<file path="src/rtl/hexfp_pkg.sv">
// Shared sizing for the base-16 multiplier.
// Assumes the exponent offset is half the exponent code range.
package hexfp_pkg;
    parameter int EXP_W  = 7;
    parameter int DIG_W  = 4;
    parameter int NDIG   = 6;
    localparam int FRAC_W = NDIG * DIG_W;
    localparam int WORD_W = 1 + EXP_W + FRAC_W;
    localparam int KEEP_W = FRAC_W + DIG_W;
endpackage

</file>
<file path="src/rtl/hexfp_sig_mul.sv">
// Fraction multiplier with one-digit postnormalization.
// Assumes both fractions are normalized (leading digit nonzero), so the
// product needs at most one left shift of one digit.
module hexfp_sig_mul #(
    parameter int FRAC_W = hexfp_pkg::FRAC_W,
    parameter int DIG_W  = hexfp_pkg::DIG_W
) (
    input  logic [FRAC_W-1:0] ma_i,
    input  logic [FRAC_W-1:0] mb_i,
    output logic [FRAC_W-1:0] frac_o,
    output logic              shift_o
);
    localparam int PROD_W = 2 * FRAC_W;
    localparam int KEEP_W = FRAC_W + DIG_W;

    logic [PROD_W-1:0] prod;
    logic [KEEP_W-1:0] keep;

    // Full product, then keep one spare digit below the six result digits.
    always_comb begin
        prod = ma_i * mb_i;
        keep = prod[PROD_W-1 -: KEEP_W];
    end

    // Normalize: drop a zero leading digit, then truncate to six digits.
    always_comb begin
        shift_o = (keep[KEEP_W-1 -: DIG_W] == '0);
        frac_o  = shift_o ? keep[FRAC_W-1:0] : keep[KEEP_W-1 -: FRAC_W];
    end
endmodule

</file>
<file path="src/rtl/hexfp_exp_unit.sv">
// Exponent adder with offset removal and range checks.
// Assumes the offset is 2^(EXP_W-1). It is removed by inverting the top
// bit of the low EXP_W sum bits, with range bits rebuilt above them.
module hexfp_exp_unit #(
    parameter int EXP_W = hexfp_pkg::EXP_W
) (
    input  logic [EXP_W-1:0] ea_i,
    input  logic [EXP_W-1:0] eb_i,
    input  logic             shift_i,
    output logic [EXP_W-1:0] exp_o,
    output logic             ovf_o,
    output logic             unf_o
);
    localparam int EXT_W = EXP_W + 2;

    logic [EXP_W:0]   sum;
    logic [1:0]       hi;
    logic [EXT_W-1:0] rebased;
    logic [EXT_W-1:0] adj;

    // Sum the stored exponents and remove the offset once.
    always_comb begin
        sum = {1'b0, ea_i} + {1'b0, eb_i};
        unique case (sum[EXP_W:EXP_W-1])
            2'b00:   hi = 2'b11;
            2'b11:   hi = 2'b01;
            default: hi = 2'b00;
        endcase
        rebased = {hi, ~sum[EXP_W-1], sum[EXP_W-2:0]};
    end

    // Apply the normalization decrement and classify the range.
    always_comb begin
        adj   = rebased - {{(EXT_W-1){1'b0}}, shift_i};
        unf_o = adj[EXT_W-1];
        ovf_o = ~adj[EXT_W-1] & adj[EXT_W-2];
        exp_o = adj[EXP_W-1:0];
    end
endmodule

</file>
<file path="src/rtl/hexfp_pack.sv">
// Result word assembly: zero, saturation, flush-to-zero or a normal word.
// Assumes the overflow and underflow inputs are mutually exclusive.
module hexfp_pack #(
    parameter int EXP_W  = hexfp_pkg::EXP_W,
    parameter int FRAC_W = hexfp_pkg::FRAC_W
) (
    input  logic                      zero_i,
    input  logic                      sign_i,
    input  logic [EXP_W-1:0]          exp_i,
    input  logic [FRAC_W-1:0]         frac_i,
    input  logic                      ovf_i,
    input  logic                      unf_i,
    output logic [EXP_W+FRAC_W:0]     word_o,
    output logic                      ovf_o,
    output logic                      unf_o
);
    // Pick the output encoding in priority order: zero, underflow, overflow.
    always_comb begin
        ovf_o = 1'b0;
        unf_o = 1'b0;
        if (zero_i) begin
            word_o = '0;
        end else if (unf_i) begin
            word_o = '0;
            unf_o  = 1'b1;
        end else if (ovf_i) begin
            word_o = {sign_i, {EXP_W{1'b1}}, {FRAC_W{1'b1}}};
            ovf_o  = 1'b1;
        end else begin
            word_o = {sign_i, exp_i, frac_i};
        end
    end
endmodule

</file>
<file path="src/rtl/hexfp_mul.sv">
// Top of the base-16 multiplier: one registered stage from start to done.
// Assumes nonzero operands are normalized. Outputs hold between starts.
module hexfp_mul #(
    parameter int EXP_W  = hexfp_pkg::EXP_W,
    parameter int FRAC_W = hexfp_pkg::FRAC_W,
    parameter int WORD_W = hexfp_pkg::WORD_W
) (
    input  logic              clk,
    input  logic              rst_n,
    input  logic              start_i,
    input  logic [WORD_W-1:0] opa_i,
    input  logic [WORD_W-1:0] opb_i,
    output logic [WORD_W-1:0] prod_o,
    output logic              done_o,
    output logic              ovf_o,
    output logic              unf_o
);
    logic [FRAC_W-1:0] frac;
    logic              shift;
    logic [EXP_W-1:0]  exp_n;
    logic              ovf_raw, unf_raw;
    logic              zero_in, sign;
    logic [WORD_W-1:0] word_n;
    logic              ovf_n, unf_n;

    // Zero detection on either fraction, and sign from the operand signs.
    always_comb begin
        zero_in = (opa_i[FRAC_W-1:0] == '0) || (opb_i[FRAC_W-1:0] == '0);
        sign    = opa_i[WORD_W-1] ^ opb_i[WORD_W-1];
    end

    hexfp_sig_mul #(.FRAC_W(FRAC_W)) u_sig (
        .ma_i    (opa_i[FRAC_W-1:0]),
        .mb_i    (opb_i[FRAC_W-1:0]),
        .frac_o  (frac),
        .shift_o (shift)
    );

    hexfp_exp_unit #(.EXP_W(EXP_W)) u_exp (
        .ea_i    (opa_i[WORD_W-2 -: EXP_W]),
        .eb_i    (opb_i[WORD_W-2 -: EXP_W]),
        .shift_i (shift),
        .exp_o   (exp_n),
        .ovf_o   (ovf_raw),
        .unf_o   (unf_raw)
    );

    hexfp_pack #(.EXP_W(EXP_W), .FRAC_W(FRAC_W)) u_pack (
        .zero_i (zero_in),
        .sign_i (sign),
        .exp_i  (exp_n),
        .frac_i (frac),
        .ovf_i  (ovf_raw),
        .unf_i  (unf_raw),
        .word_o (word_n),
        .ovf_o  (ovf_n),
        .unf_o  (unf_n)
    );

    // Capture the result on start and pulse done for one cycle.
    always_ff @(posedge clk) begin
        if (!rst_n) begin
            prod_o <= '0;
            ovf_o  <= 1'b0;
            unf_o  <= 1'b0;
            done_o <= 1'b0;
        end else begin
            done_o <= start_i;
            if (start_i) begin
                prod_o <= word_n;
                ovf_o  <= ovf_n;
                unf_o  <= unf_n;
            end
        end
    end
endmodule

</file>
<file path="config.mk">
export PLATFORM = sky130hd
export DESIGN_NAME = hexfp_mul
export DESIGN_NICKNAME = d
export VERILOG_FILES = /design/src/rtl/hexfp_pkg.sv /design/src/rtl/hexfp_sig_mul.sv /design/src/rtl/hexfp_exp_unit.sv /design/src/rtl/hexfp_pack.sv /design/src/rtl/hexfp_mul.sv
export SDC_FILE = /design/constraint.sdc
export NUM_CORES = 1
export LEC_CHECK = 0
export BUFFER_PORTS_ARGS = -buffer_cell sky130_fd_sc_hd__buf_2
export CORE_MARGIN = 2
export CORE_UTILIZATION = 55
export CTS_CLUSTER_DIAMETER = 100
export DETAILED_ROUTE_END_ITERATION = 8
export PLACE_DENSITY = 0.73
export REMOVE_ABC_BUFFERS = 1
export SYNTH_ARGS = -nofsm -noshare
export SYNTH_HDL_FRONTEND = slang
export SYNTH_SLANG_ARGS = --single-unit
</file>
<file path="constraint.sdc">
create_clock -name clk -period 12.4 [get_ports clk]
set_input_delay 0.62 -clock clk [delete_from_list [all_inputs] [get_ports clk]]
set_output_delay 0.62 -clock clk [all_outputs]
set_load 0.02 [all_outputs]
</file>
* Word level (Yosys, flattened, before mapping)
Cells that the tools add are included. W data, S select, Z words.
Word-level totals: bits in registers 35, bits of input ports 67, output and inout port bits 35
Operators by class: add/subtract/negate cells 2, multiply operators 1, eq/ne operators 1, muxes and demuxes 10, bitwise operators 4, reduce and logical (&&, ||, !) cells 5
Operators by type and width (number):
- $mux W32 | 2
- $logic_not A24 Y1 | 2
- $mul A24 B24 Y48 | 1
- $mux W31 | 1
- $mux W24 | 1
- $sub A9 B1 Y9 | 1
- $add A7 B7 Y8 | 1
- $mux W1 | 5
- $logic_not A4 Y1 | 1
- $pmux W2 S2 | 1
- $eq A2 B2 Y1 const B | 1
- $logic_not A2 Y1 | 1
- $not A1 Y1 | 2
- $and A1 B1 Y1 | 1
- $logic_or A1 B1 Y1 | 1
- $xor A1 B1 Y1 | 1

* Longest topological paths before layout
Gate-level depths: netlist of run 1.
depth after elaboration 9, mapped depth 40

* Hierarchy
From an unflattened synthesis of run 1, not the netlist that was laid out.
Second synthesis, totals: cell total of the unflattened synthesis 2427, area total of the unflattened synthesis 21316.7 um^2
Modules (own cells, without submodules):
- hexfp_sig_mul | instances 1, cells each 2193, area each 19025.7 um^2, seq. area each 0.0 um^2
- hexfp_mul | instances 1, cells each 129, area each 1458.9 um^2, seq. area each 700.7 um^2
- hexfp_exp_unit | instances 1, cells each 64, area each 515.5 um^2, seq. area each 0.0 um^2
- hexfp_pack | instances 1, cells each 41, area each 316.6 um^2, seq. area each 0.0 um^2

* Worst setup path after synthesis of run 1
No wires, ideal clock.
kind input port to flip-flop, start point input opb_i[3], end point register prod_o[18], arrival time 9137 ps, data required time 12286 ps, path slack 3149 ps, cell stages on the path 37, cells stage by stage clkbuf_1 clkbuf_1 nand2_1 fa_1 inv_1 fa_1 inv_1 fa_1 fa_1 inv_1 fa_1 fa_1 inv_1 fa_1 inv_1 ha_1 a21o_1 a21o_1 o31a_1 a2111oi_4 nor2_2 a31oi_2 o211ai_1 a2111o_1 buf_6 clkinv_8 buf_6 ha_1 nand3_1 nor3b_1 nand3_1 xor2_1 nand2b_1 clkbuf_1 clkbuf_1 a31oi_1 a21o_1
Between the ends: longest elaborated chain between the ends 8
Ends and longest elaborated chain:
- start, declared | line hexfp_mul.sv:12 | input logic [WORD_W-1:0] opb_i,
- $mul A24 B24 Y48 | line hexfp_sig_mul.sv:21 | prod = ma_i * mb_i;
- $logic_not A4 Y1 | line hexfp_sig_mul.sv:27 | shift_o = (keep[KEEP_W-1 -: DIG_W] == '0);
- $sub A9 B1 Y9 | line hexfp_exp_unit.sv:34 | adj = rebased - {{(EXT_W-1){1'b0}}, shift_i};
- $not A1 Y1 | line hexfp_exp_unit.sv:36 | ovf_o = ~adj[EXT_W-1] & adj[EXT_W-2];
- $and A1 B1 Y1 | line hexfp_exp_unit.sv:36
- $mux W31 | line hexfp_pack.sv:26 | end else if (ovf_i) begin
- $mux W32 | line hexfp_pack.sv:23 | end else if (unf_i) begin
- $mux W32 * | line hexfp_pack.sv:21 | if (zero_i) begin
- end signal, assigned | line hexfp_mul.sv:70 | prod_o <= word_n;
- end, declared | line hexfp_mul.sv:13 | output logic [WORD_W-1:0] prod_o,
Mark *: on every way between the ends. The rest lies on a longest branch, timed or not. A chain may end at the register's enable or synchronous reset.

* Worst setup path in the final report of run 1
start point input opb_i[9], end point register prod_o[1]
The elaborated chain is that of the path after synthesis.

==> results of run 1 <==
## metal layers
| metal | global-route usage, % | wire, um | part of all wire (%) |
|---|---|---|---|
| met2 | 51.5 | 27100 | 51 |
| met5 | 0 | 0 | 0 |
| met1 | 36.0 | 20400 | 39 |
| met4 | 9.73 | 1950 | 3.7 |
| met3 | 2.75 | 3290 | 6.2 |
## cell families (layout without fill, tap and decap cells)
family | count (synthesis) | after routing | share of synthesized area, %
buffers and inverters | 690 | 673 | 12.6
XOR/XNOR | 44 | 44 | 1.85
AND/OR/NAND/NOR | 731 | 731 | 17.6
adder cells (fa/ha/maj) | 663 | 663 | 57.2
flip-flops | 35 | 35 | 3.36
multiplexers | 12 | 12 | 0.576
AO/OA/AOI/OAI | 207 | 207 | 6.85
## layout make-up
cell class                      instances  area share, %
Multi-Input combinational cell       1657           80.9
Clock inverter                          3          0.202
Clock buffer                            5          0.578
Timing Repair Buffer                  101           2.33
Inverter                              564           9.84
Tap cell                              511           2.95
Sequential cell                        35           3.24
## worst reg2reg max path, stage by stage (launching register included)
cell     delay, ns
dfxtp_1       0.31
nor2b_1       0.13
o21a_1        0.19
## metrics by stage
stage / util [%] / cell area, um^2 / setup slack (ns)
finish: 57.7 / 21600 / 1.89
global route: 57.7 / 21600 / 1.32
CTS: 57.7 / 21600 / 2.01
detailed placement: 57.3 / 21500 / 1.75
global placement: 57.3 / 21500 / 2.05
floorplan: - / 20300 / 3.41
## cells in the final DEF, fill, tap and decap left out, drive strengths merged, types with 11 or more instances in the layout
cell type / count
nor2: 24
fa: 482
xor2: 16
and2: 285
o21ai: 20
a21o: 33
nor4: 14
ha: 181
xnor2: 28
nor2b: 12
a31oi: 14
o21bai: 11
o21a: 17
dfxtp: 35
a21oi: 64
nand2: 342
nand3: 15
mux2i: 12
inv: 563
buf: 101
nand4: 11
## state kept, by name (all words and copies together) (netlist names)
| register | count |
|---|---|
| ovf_o | 1 |
| prod_o | 32 |
| done_o | 1 |
| unf_o | 1 |
## final timing paths
check                    end  depth (start not counted)
setup / recovery   prod_o[1]                         32
hold / removal     prod_o[2]                          1
setup reg to reg  prod_o[27]                          2
hold reg to reg    prod_o[2]                          1
==> results.json, run 1 <==
{
  "r2r_slack_ns": 11.66,
  "wl_mm": 52.7,
  "path_buf_inv": 7,
  "crit_top_cell": "fa_1",
  "startpoint_type": "primary input",
  "timing.rr.start": "prod_o[27]",
  "register_area_um2": 701,
  "num_rows": 71,
  "nets": 3094,
  "grt_max_degree": 26,
  "cts_sinks": 35,
  "synth_top_area_cell": "fa_1",
  "netlist_area_mm2": 0.0208,
  "period_minus_slack_ns": 10.51,
  "post_synth.cell_area_avg_um2": 8.75,
  "grt_first_pass_wirelength_mm": 88.6,
  "io_buffers": 101,
  "critPathKind": "in2reg",
  "synth_common_cells": "563 x inv_1, 482 x fa_1, 342 x nand2_1",
  "synth.distinct_cells": 65,
  "syn_to_final_growth_pct": 3.90,
  "end_kind": "register",
  "clockBufferDepth": 2,
  "viasPerCell": 5.54,
  "max_slew_margin_pct": 20.4,
  "startpoint": "opb_i[9]",
  "detail-route-antenna-nets": 0,
  "ys_async_sr_fraction_pct": 0,
  "multi_input_area_mm2": 0.0175,
  "chipWidth_um": 199,
  "clock_skew_ns": 0,
  "clock-root-buffer": "clkbuf_16",
  "htreeDepth": 2,
  "drv_slew": 0,
  "setup_tns_ns": 0,
  "numCtsBuffers": 5,
  "arrival_ns": 10.68,
  "grt.total_usage_pct": 28.6,
  "postCtsHoldBufs": 0,
  "max_freq_mhz": 95.2,
  "grt_pass1_vias": 17400,
  "min_from": "prod_o[2]",
  "layout-drive-gt1-share_pct": 5.24,
  "drt-wirelength-per-cell_um": 18.3,
  "clock_latency_ns": 0.27,
  "worst_slew_pin_slew_ns": 1.19,
  "layoutNonFillerInstCount": 2876,
  "io_pins": 102,
  "routabilityCongestion": 0.890,
  "start_util_pct": 55.6,
  "netlist.area_leader.share_pct": 46.3,
  "core_area_mm2": 0.0375,
  "hp-class": "reg2reg",
  "yosysMostFrequentCell": "inv_1",
  "ys.flop_type": "dfxtp_1",
  "finalHoldViolations": 0,
  "design.die.area_mm2": 0.0395,
  "ys.warnings.count": 0,
  "yosysSeqAreaShare_pct": 3.36,
  "antenna_found_initial": 0,
  "synth_edf_count": 0,
  "remaining_drc_errors": 0,
  "diodes": 0,
  "path_clk_slew_ns": 0.06,
  "cts_tree": "yes",
  "gr-total-overflow": 0,
  "setup_viol": 0,
  "crit_family": "adder cells",
  "fillCellCount": 3352,
  "status": "finished, final reports clean",
  "slowest_stage": "nand2b_1",
  "drt_pass1_iterations": 5,
  "period_share_pct": 84.7,
  "cp_max_fo": 25,
  "drt_iter0_drc": 1042,
  "placed_cells": 2868,
  "yosys_register_bits": 35,
  "syn_inst": 2382,
  "cap_violations": 0,
  "cts_resized": 0,
  "rsz0062_at_grt": "false",
  "crit_required_ns": 12.57,
  "place_hpwl_mm": 41.3,
  "die_y_um": 199,
  "synth_area_leaders": "fa_1 46%, ha_1 11%, inv_1 10%",
  "slowest_delay_ns": 0.80,
  "holdWs_ns": 0.466,
  "vias": 15900,
  "postCtsSetupBuffers": 0
}
Power of run 1 is left out: the tool's default activity adds up to more than one toggle a clock period on the data nets, which glitch-free logic cannot reach.
==> run 2: changes to the inputs <==
--- a/config.mk
+++ b/config.mk
@@ -5,12 +5,13 @@
 export SDC_FILE = /design/constraint.sdc
 export NUM_CORES = 1
 export LEC_CHECK = 0
+export ABC_AREA = 1
 export BUFFER_PORTS_ARGS = -buffer_cell sky130_fd_sc_hd__buf_2
 export CORE_MARGIN = 2
 export CORE_UTILIZATION = 55
 export CTS_CLUSTER_DIAMETER = 100
 export DETAILED_ROUTE_END_ITERATION = 8
-export PLACE_DENSITY = 0.73
+export PLACE_DENSITY = 0.75
 export REMOVE_ABC_BUFFERS = 1
 export SYNTH_ARGS = -nofsm -noshare
 export SYNTH_HDL_FRONTEND = slang
==> constraint.sdc (replaced) <==
create_clock -name clk -period 9.1 [get_ports clk]
set_input_delay 0.455 -clock clk [delete_from_list [all_inputs] [get_ports clk]]
set_output_delay 0.455 -clock clk [all_outputs]
set_load 0.02 [all_outputs]
==> run 2 against run 1 <==
  * Area after synthesis is 8.6% higher
  * Register-to-register slack worse by 3.3 ns
  * Final cell count grew 27%
  * Critical endpoint is now prod_o[24]
  * Count of clock-buffer cells in the layout increased by 1
  * Flip-flop and latch count is the same
  * Die area grew 8.4%
  * Critical path depth increased by 9
  * Setup slack worse by 1.2 ns
  * Via count rose by 17%
  * Routed wire length up 13%
==> results.json, run 2 <==
{
  "grt_max_degree": 36,
  "yosysMostFrequentCell": "inv_1",
  "design.die.area_mm2": 0.0428,
  "io_buffers": 101,
  "clockBufferDepth": 2,
  "core_area_mm2": 0.0407,
  "cts_sinks": 35,
  "end_kind": "register",
  "wl_mm": 59.7,
  "grt_first_pass_wirelength_mm": 99.9,
  "period_minus_slack_ns": 8.44,
  "clock_skew_ns": 0,
  "drv_slew": 0,
  "ys.warnings.count": 0,
  "rr_worst_depth": 4,
  "synth_edf_count": 0,
  "drt-wirelength-per-cell_um": 16.4,
  "numCtsBuffers": 5,
  "rsz0062_at_grt": "false",
  "final_common_cell": "inv_1",
  "post_synth.cell_area_avg_um2": 7.19,
  "cap_violations": 0,
  "setup_tns_ns": 0,
  "synth_top_area_cell": "fa_1",
  "chipWidth_um": 207,
  "drt_pass1_iterations": 6,
  "grt.total_usage_pct": 29.7,
  "place_hpwl_mm": 48.4,
  "hold_end": "done_o",
  "syn_to_final_growth_pct": 3.50,
  "yosys_register_bits": 35,
  "cts_resized": 0,
  "top_register": "prod_o",
  "cp_max_fo": 32,
  "grt_pass1_vias": 20400,
  "nets": 3839,
  "ys.flop_type": "dfxtp_1",
  "worst_slew_pin_slew_ns": 1.20,
  "htreeDepth": 2,
  "final_cell_mix": "966 x inv_1, 962 x nand2_1, 482 x fa_1",
  "num_rows": 74,
  "io_pins": 102,
  "postCtsSetupBuffers": 0,
  "synth_area_leaders": "fa_1 43%, inv_1 16%, nand2_1 16%",
  "max_freq_mhz": 119,
  "critPathKind": "in2reg",
  "gr-total-overflow": 0,
  "setup_viol": 0,
  "largest_reg_flops": 32,
  "slowest_delay_ns": 0.56,
  "clock_latency_ns": 0.28,
  "ys_async_sr_fraction_pct": 0,
  "netlist_area_mm2": 0.0226,
  "register_area_um2": 701,
  "yosysSeqAreaShare_pct": 3.10,
  "status": "finished, final reports clean",
  "timing.rr.start": "prod_o[24]",
  "min_path_cells": 3,
  "viasPerCell": 5.13,
  "layout-drive-gt1-share_pct": 5.79,
  "multi_input_area_mm2": 0.0176,
  "netlist.area_leader.share_pct": 42.7,
  "routabilityCongestion": 0.914,
  "die_y_um": 207,
  "startpoint_type": "primary input",
  "path_clk_slew_ns": 0.06,
  "period_share_pct": 92.7,
  "slowest_stage": "fa_1",
  "rr_endpoint": "prod_o[24]",
  "detail-route-antenna-nets": 0,
  "clock-root-buffer": "clkbuf_16",
  "start_util_pct": 55.5,
  "r2r_slack_ns": 8.38,
  "remaining_drc_errors": 0,
  "synth.distinct_cells": 41,
  "arrival_ns": 8.67,
  "hp-class": "in2reg",
  "postCtsHoldBufs": 0,
  "finalHoldViolations": 0,
  "fillCellCount": 3831,
  "antenna_found_initial": 0,
  "cts_tree": "yes",
  "drt_iter0_drc": 1316,
  "min_from": "start_i",
  "max_slew_margin_pct": 20.0,
  "syn_inst": 3145,
  "vias": 18700,
  "crit_required_ns": 9.33,
  "synth_common_cells": "966 x inv_1, 962 x nand2_1, 482 x fa_1"
}
run 2: changes by cell type in the layout (fill, tap and decap cells not counted), sizes merged, moves of 13 or more:
cell	delta
a21o	-32
a21oi	+13
and2	-285
inv	+407
nand2	+631
nand3	+74
nor2	+55
o21a	-17
xnor2	-16
run 2: cells by family (layout without fill, tap and decap cells):
logic type,after synthesis,after routing,share of synthesized area (%)
other,0,1,0
buffers and inverters,1127,1092,19.0
AO/OA/AOI/OAI,103,103,2.74
flip-flops,35,35,3.10
XOR/XNOR,28,28,1.18
adder cells (fa/ha/maj),663,663,52.7
AND/OR/NAND/NOR,1189,1189,21.3
run 2: through the flow:
stage | utilization [%] | worst slack [ns] | area [um^2] | std cells | hold WS [ns]
after global routing | 57.5 | 0.136 | 23400 | 3642 | 0.412
after CTS | 57.5 | 0.720 | 23400 | 3642 | 0.396
final | 57.5 | 0.664 | 23400 | 3643 | 0.395
after global placement | 57.0 | 0.594 | 23200 | 3634 | 0.453
after detailed placement | 57.0 | 0.445 | 23200 | 3634 | 0.456
after floorplan | - | 1.49 | 22000 | 2989 | 0.545
run 2: worst max-delay path by stage:
stage	startpoint	endpoint	depth (start not counted)
after floorplan	opb_i[0]	prod_o[24]	40
after global placement	opb_i[9]	prod_o[24]	41
after CTS	opb_i[9]	prod_o[24]	41
after detailed placement	opb_i[9]	prod_o[24]	41
final	opb_i[9]	prod_o[24]	41
after global routing	opb_i[9]	prod_o[24]	41
run 2: routing by layer:
layer / GRT usage [%] / vias to the layer above / routed length [um]
met5: 0 / - / 0
met4: 10.2 / 0 / 2260
met3: 3.42 / 131 / 3720
met2: 53.9 / 682 / 30100
met1: 36.6 / 9139 / 23600
li1: - / 8721 / -
run 2: layout make-up:
class / count / share of cell area [%]
diodes: 1 / 0.0107
clock buffers: 6 / 0.593
clock inverters: 2 / 0.150
inverters: 971 / 15.6
multi-input cells: 1983 / 75.3
flip-flops and latches: 35 / 2.99
well taps: 532 / 2.84
repair buffers: 113 / 2.54
run 2: critical path: cells and delay by family:
kind	cells	cell delay (ns)
AND/OR/NAND/NOR	19	2.27
adder cells (fa/ha/maj)	10	4.33
buffers and inverters	11	1.46
AO/OA/AOI/OAI	1	0.13
Power of run 2 is left out for the same reason.
==> run 3: changes to the inputs <==
--- a/config.mk
+++ b/config.mk
@@ -5,13 +5,15 @@
 export SDC_FILE = /design/constraint.sdc
 export NUM_CORES = 1
 export LEC_CHECK = 0
-export ABC_AREA = 1
+export ABC_AREA = 0
 export BUFFER_PORTS_ARGS = -buffer_cell sky130_fd_sc_hd__buf_2
+export CELL_PAD_IN_SITES_DETAIL_PLACEMENT = 0
+export CELL_PAD_IN_SITES_GLOBAL_PLACEMENT = 2
 export CORE_MARGIN = 2
-export CORE_UTILIZATION = 55
+export CORE_UTILIZATION = 37
 export CTS_CLUSTER_DIAMETER = 100
 export DETAILED_ROUTE_END_ITERATION = 8
-export PLACE_DENSITY = 0.75
+export PLACE_DENSITY_LB_ADDON = 0.1
 export REMOVE_ABC_BUFFERS = 1
 export SYNTH_ARGS = -nofsm -noshare
 export SYNTH_HDL_FRONTEND = slang
==> run 3 against run 2 <==
  * Clock skew stayed put
  * Fmax is 3.3% lower
  * Setup slack worse by 0.29 ns
  * Register-to-register slack worse by 0.03 ns
  * Routed wire length is 4.5% higher
  * Final area is 0.89% lower
  * Die area is 36% higher
  * First-iteration DRC count is 50% lower
  * Utilization is 16 points lower
  * Critical path depth is 6 lower
  * Count of clock-buffer cells in the layout stayed put
  * Critical endpoint is now prod_o[21]
==> results.json, run 3 (synthesized netlist as in run 1, its figures left out) <==
{
  "critPathKind": "in2reg",
  "finalHoldViolations": 0,
  "clock_skew_ns": 0,
  "cts_sinks": 35,
  "layoutNonFillerInstCount": 3250,
  "fillCellCount": 5712,
  "max_slew_margin_pct": 31.0,
  "chipWidth_um": 241,
  "start_util_pct": 37.6,
  "vias": 15800,
  "die_y_um": 241,
  "core_area_mm2": 0.0554,
  "hp-class": "reg2reg",
  "worst_slew_pin_slew_ns": 1.03,
  "crit_required_ns": 9.27,
  "drv_slew": 0,
  "htreeDepth": 2,
  "timing.rr.start": "prod_o[20]",
  "status": "finished, final reports clean",
  "layout-drive-gt1-share_pct": 11.1,
  "antenna_found_initial": 2,
  "syn_to_final_growth_pct": 11.4,
  "min_path_cells": 1,
  "place_hpwl_mm": 54.4,
  "top_register": "prod_o",
  "num_rows": 86,
  "period_share_pct": 95.9,
  "cp_max_fo": 8,
  "cap_violations": 0,
  "rr_endpoint": "prod_o[20]",
  "clock_latency_ns": 0.27,
  "drt_iter0_drc": 655,
  "startpoint_type": "primary input",
  "min_from": "prod_o[5]",
  "routabilityCongestion": 0.844,
  "placed_cells": 3240,
  "crit_top_cell": "fa_1",
  "wl_mm": 62.4,
  "io_buffers": 101,
  "grt_max_degree": 26,
  "nets": 3231,
  "rr_worst_depth": 3,
  "design.die.area_mm2": 0.0582,
  "arrival_ns": 8.90,
  "drt-wirelength-per-cell_um": 19.2,
  "clock-root-buffer": "clkbuf_16",
  "hold_end": "prod_o[5]",
  "numCtsBuffers": 5,
  "detail-route-antenna-nets": 0,
  "slowest_stage": "fa_1",
  "grt.total_usage_pct": 22.7,
  "end_kind": "register",
  "r2r_slack_ns": 8.35,
  "max_freq_mhz": 115,
  "path_clk_slew_ns": 0.05,
  "period_minus_slack_ns": 8.73,
  "cts_tree": "yes",
  "io_pins": 102,
  "rsz0062_at_grt": "false",
  "grt_pass1_vias": 17500,
  "drt_pass1_iterations": 6,
  "final_common_cell": "inv_1",
  "gr-total-overflow": 0,
  "setup_viol": 0,
  "largest_reg_flops": 32,
  "slowest_delay_ns": 0.58,
  "final_cell_mix": "563 x inv_1, 479 x fa_1, 342 x nand2_1",
  "remaining_drc_errors": 0,
  "viasPerCell": 4.87,
  "clockBufferDepth": 2,
  "grt_first_pass_wirelength_mm": 101
}
## run 3: cell count changes in the layout (fill, tap and decap cells not counted), moves of 17 or more
cell     before  now
o21a_1        0   17
buf_2       101   74
nand3_1      78   14
inv_1       966  563
xnor2_1      11   28
buf_4        12  139
and2_1        0  284
nand2_1     962  342
a21o_1        1   33
nor2_1       68   21
## run 3: repair_timing
item                       in CTS  in global routing
hold buffers                    0                  0
gates resized for setup         0                 72
setup endpoints to repair       0                 33
setup buffers                   0                  2
## run 3: stage by stage
step	cell area [um^2]	TNS (ns)	setup slack, ns	util (%)	hold slack [ns]
4_1_cts	23000	0	0.168	41.5	0.452
3_3_place_gp	22800	-0.0107	-0.00894	41.2	0.436
3_5_place_dp	22800	-0.180	-0.0878	41.2	0.435
2_1_floorplan	20300	0	0.279	-	0.541
5_1_grt	23200	0	0.000449	41.9	0.471
6_report	23200	0	0.375	41.9	0.447
## run 3: metal layers
layer | GRT usage [%] | part of all wire [%] | vias to the layer above
met5 | 0 | 0.013 | -
met4 | 3.55 | 1.6 | 2
met3 | 1.64 | 2.9 | 54
met2 | 39.6 | 50 | 253
met1 | 31.5 | 46 | 8213
li1 | - | - | 7301
## run 3: final cells by class
class | count | area, um^2 | area share [%]
Multi-Input combinational cell | 1657 | 17600 | 75.8
Inverter | 564 | 2130 | 9.18
Timing Repair Buffer | 238 | 1690 | 7.26
Tap cell | 748 | 936 | 4.03
Sequential cell | 35 | 701 | 3.02
Clock buffer | 6 | 129 | 0.555
Clock inverter | 1 | 30.0 | 0.129
Antenna cell | 1 | 2.50 | 0.0108
## run 3: worst max-delay path by stage
stage / start / end / cells after the start
detailed placement: opa_i[17] / prod_o[20] / 36
global placement: opa_i[17] / prod_o[21] / 36
global route: opb_i[14] / prod_o[21] / 36
finish: opb_i[0] / prod_o[21] / 35
CTS: opa_i[17] / prod_o[20] / 36
floorplan: opa_i[7] / prod_o[28] / 32
## run 3: worst max-delay path: cells and delay by family
family / cells / cell delay [ns]
fa+ha+maj: 10 / 4.21
xor+xnor: 1 / 0.19
compound gates: 8 / 2.07
buf+inv: 9 / 0.94
simple gates: 7 / 1.02
Power of run 3 is left out for the same reason.
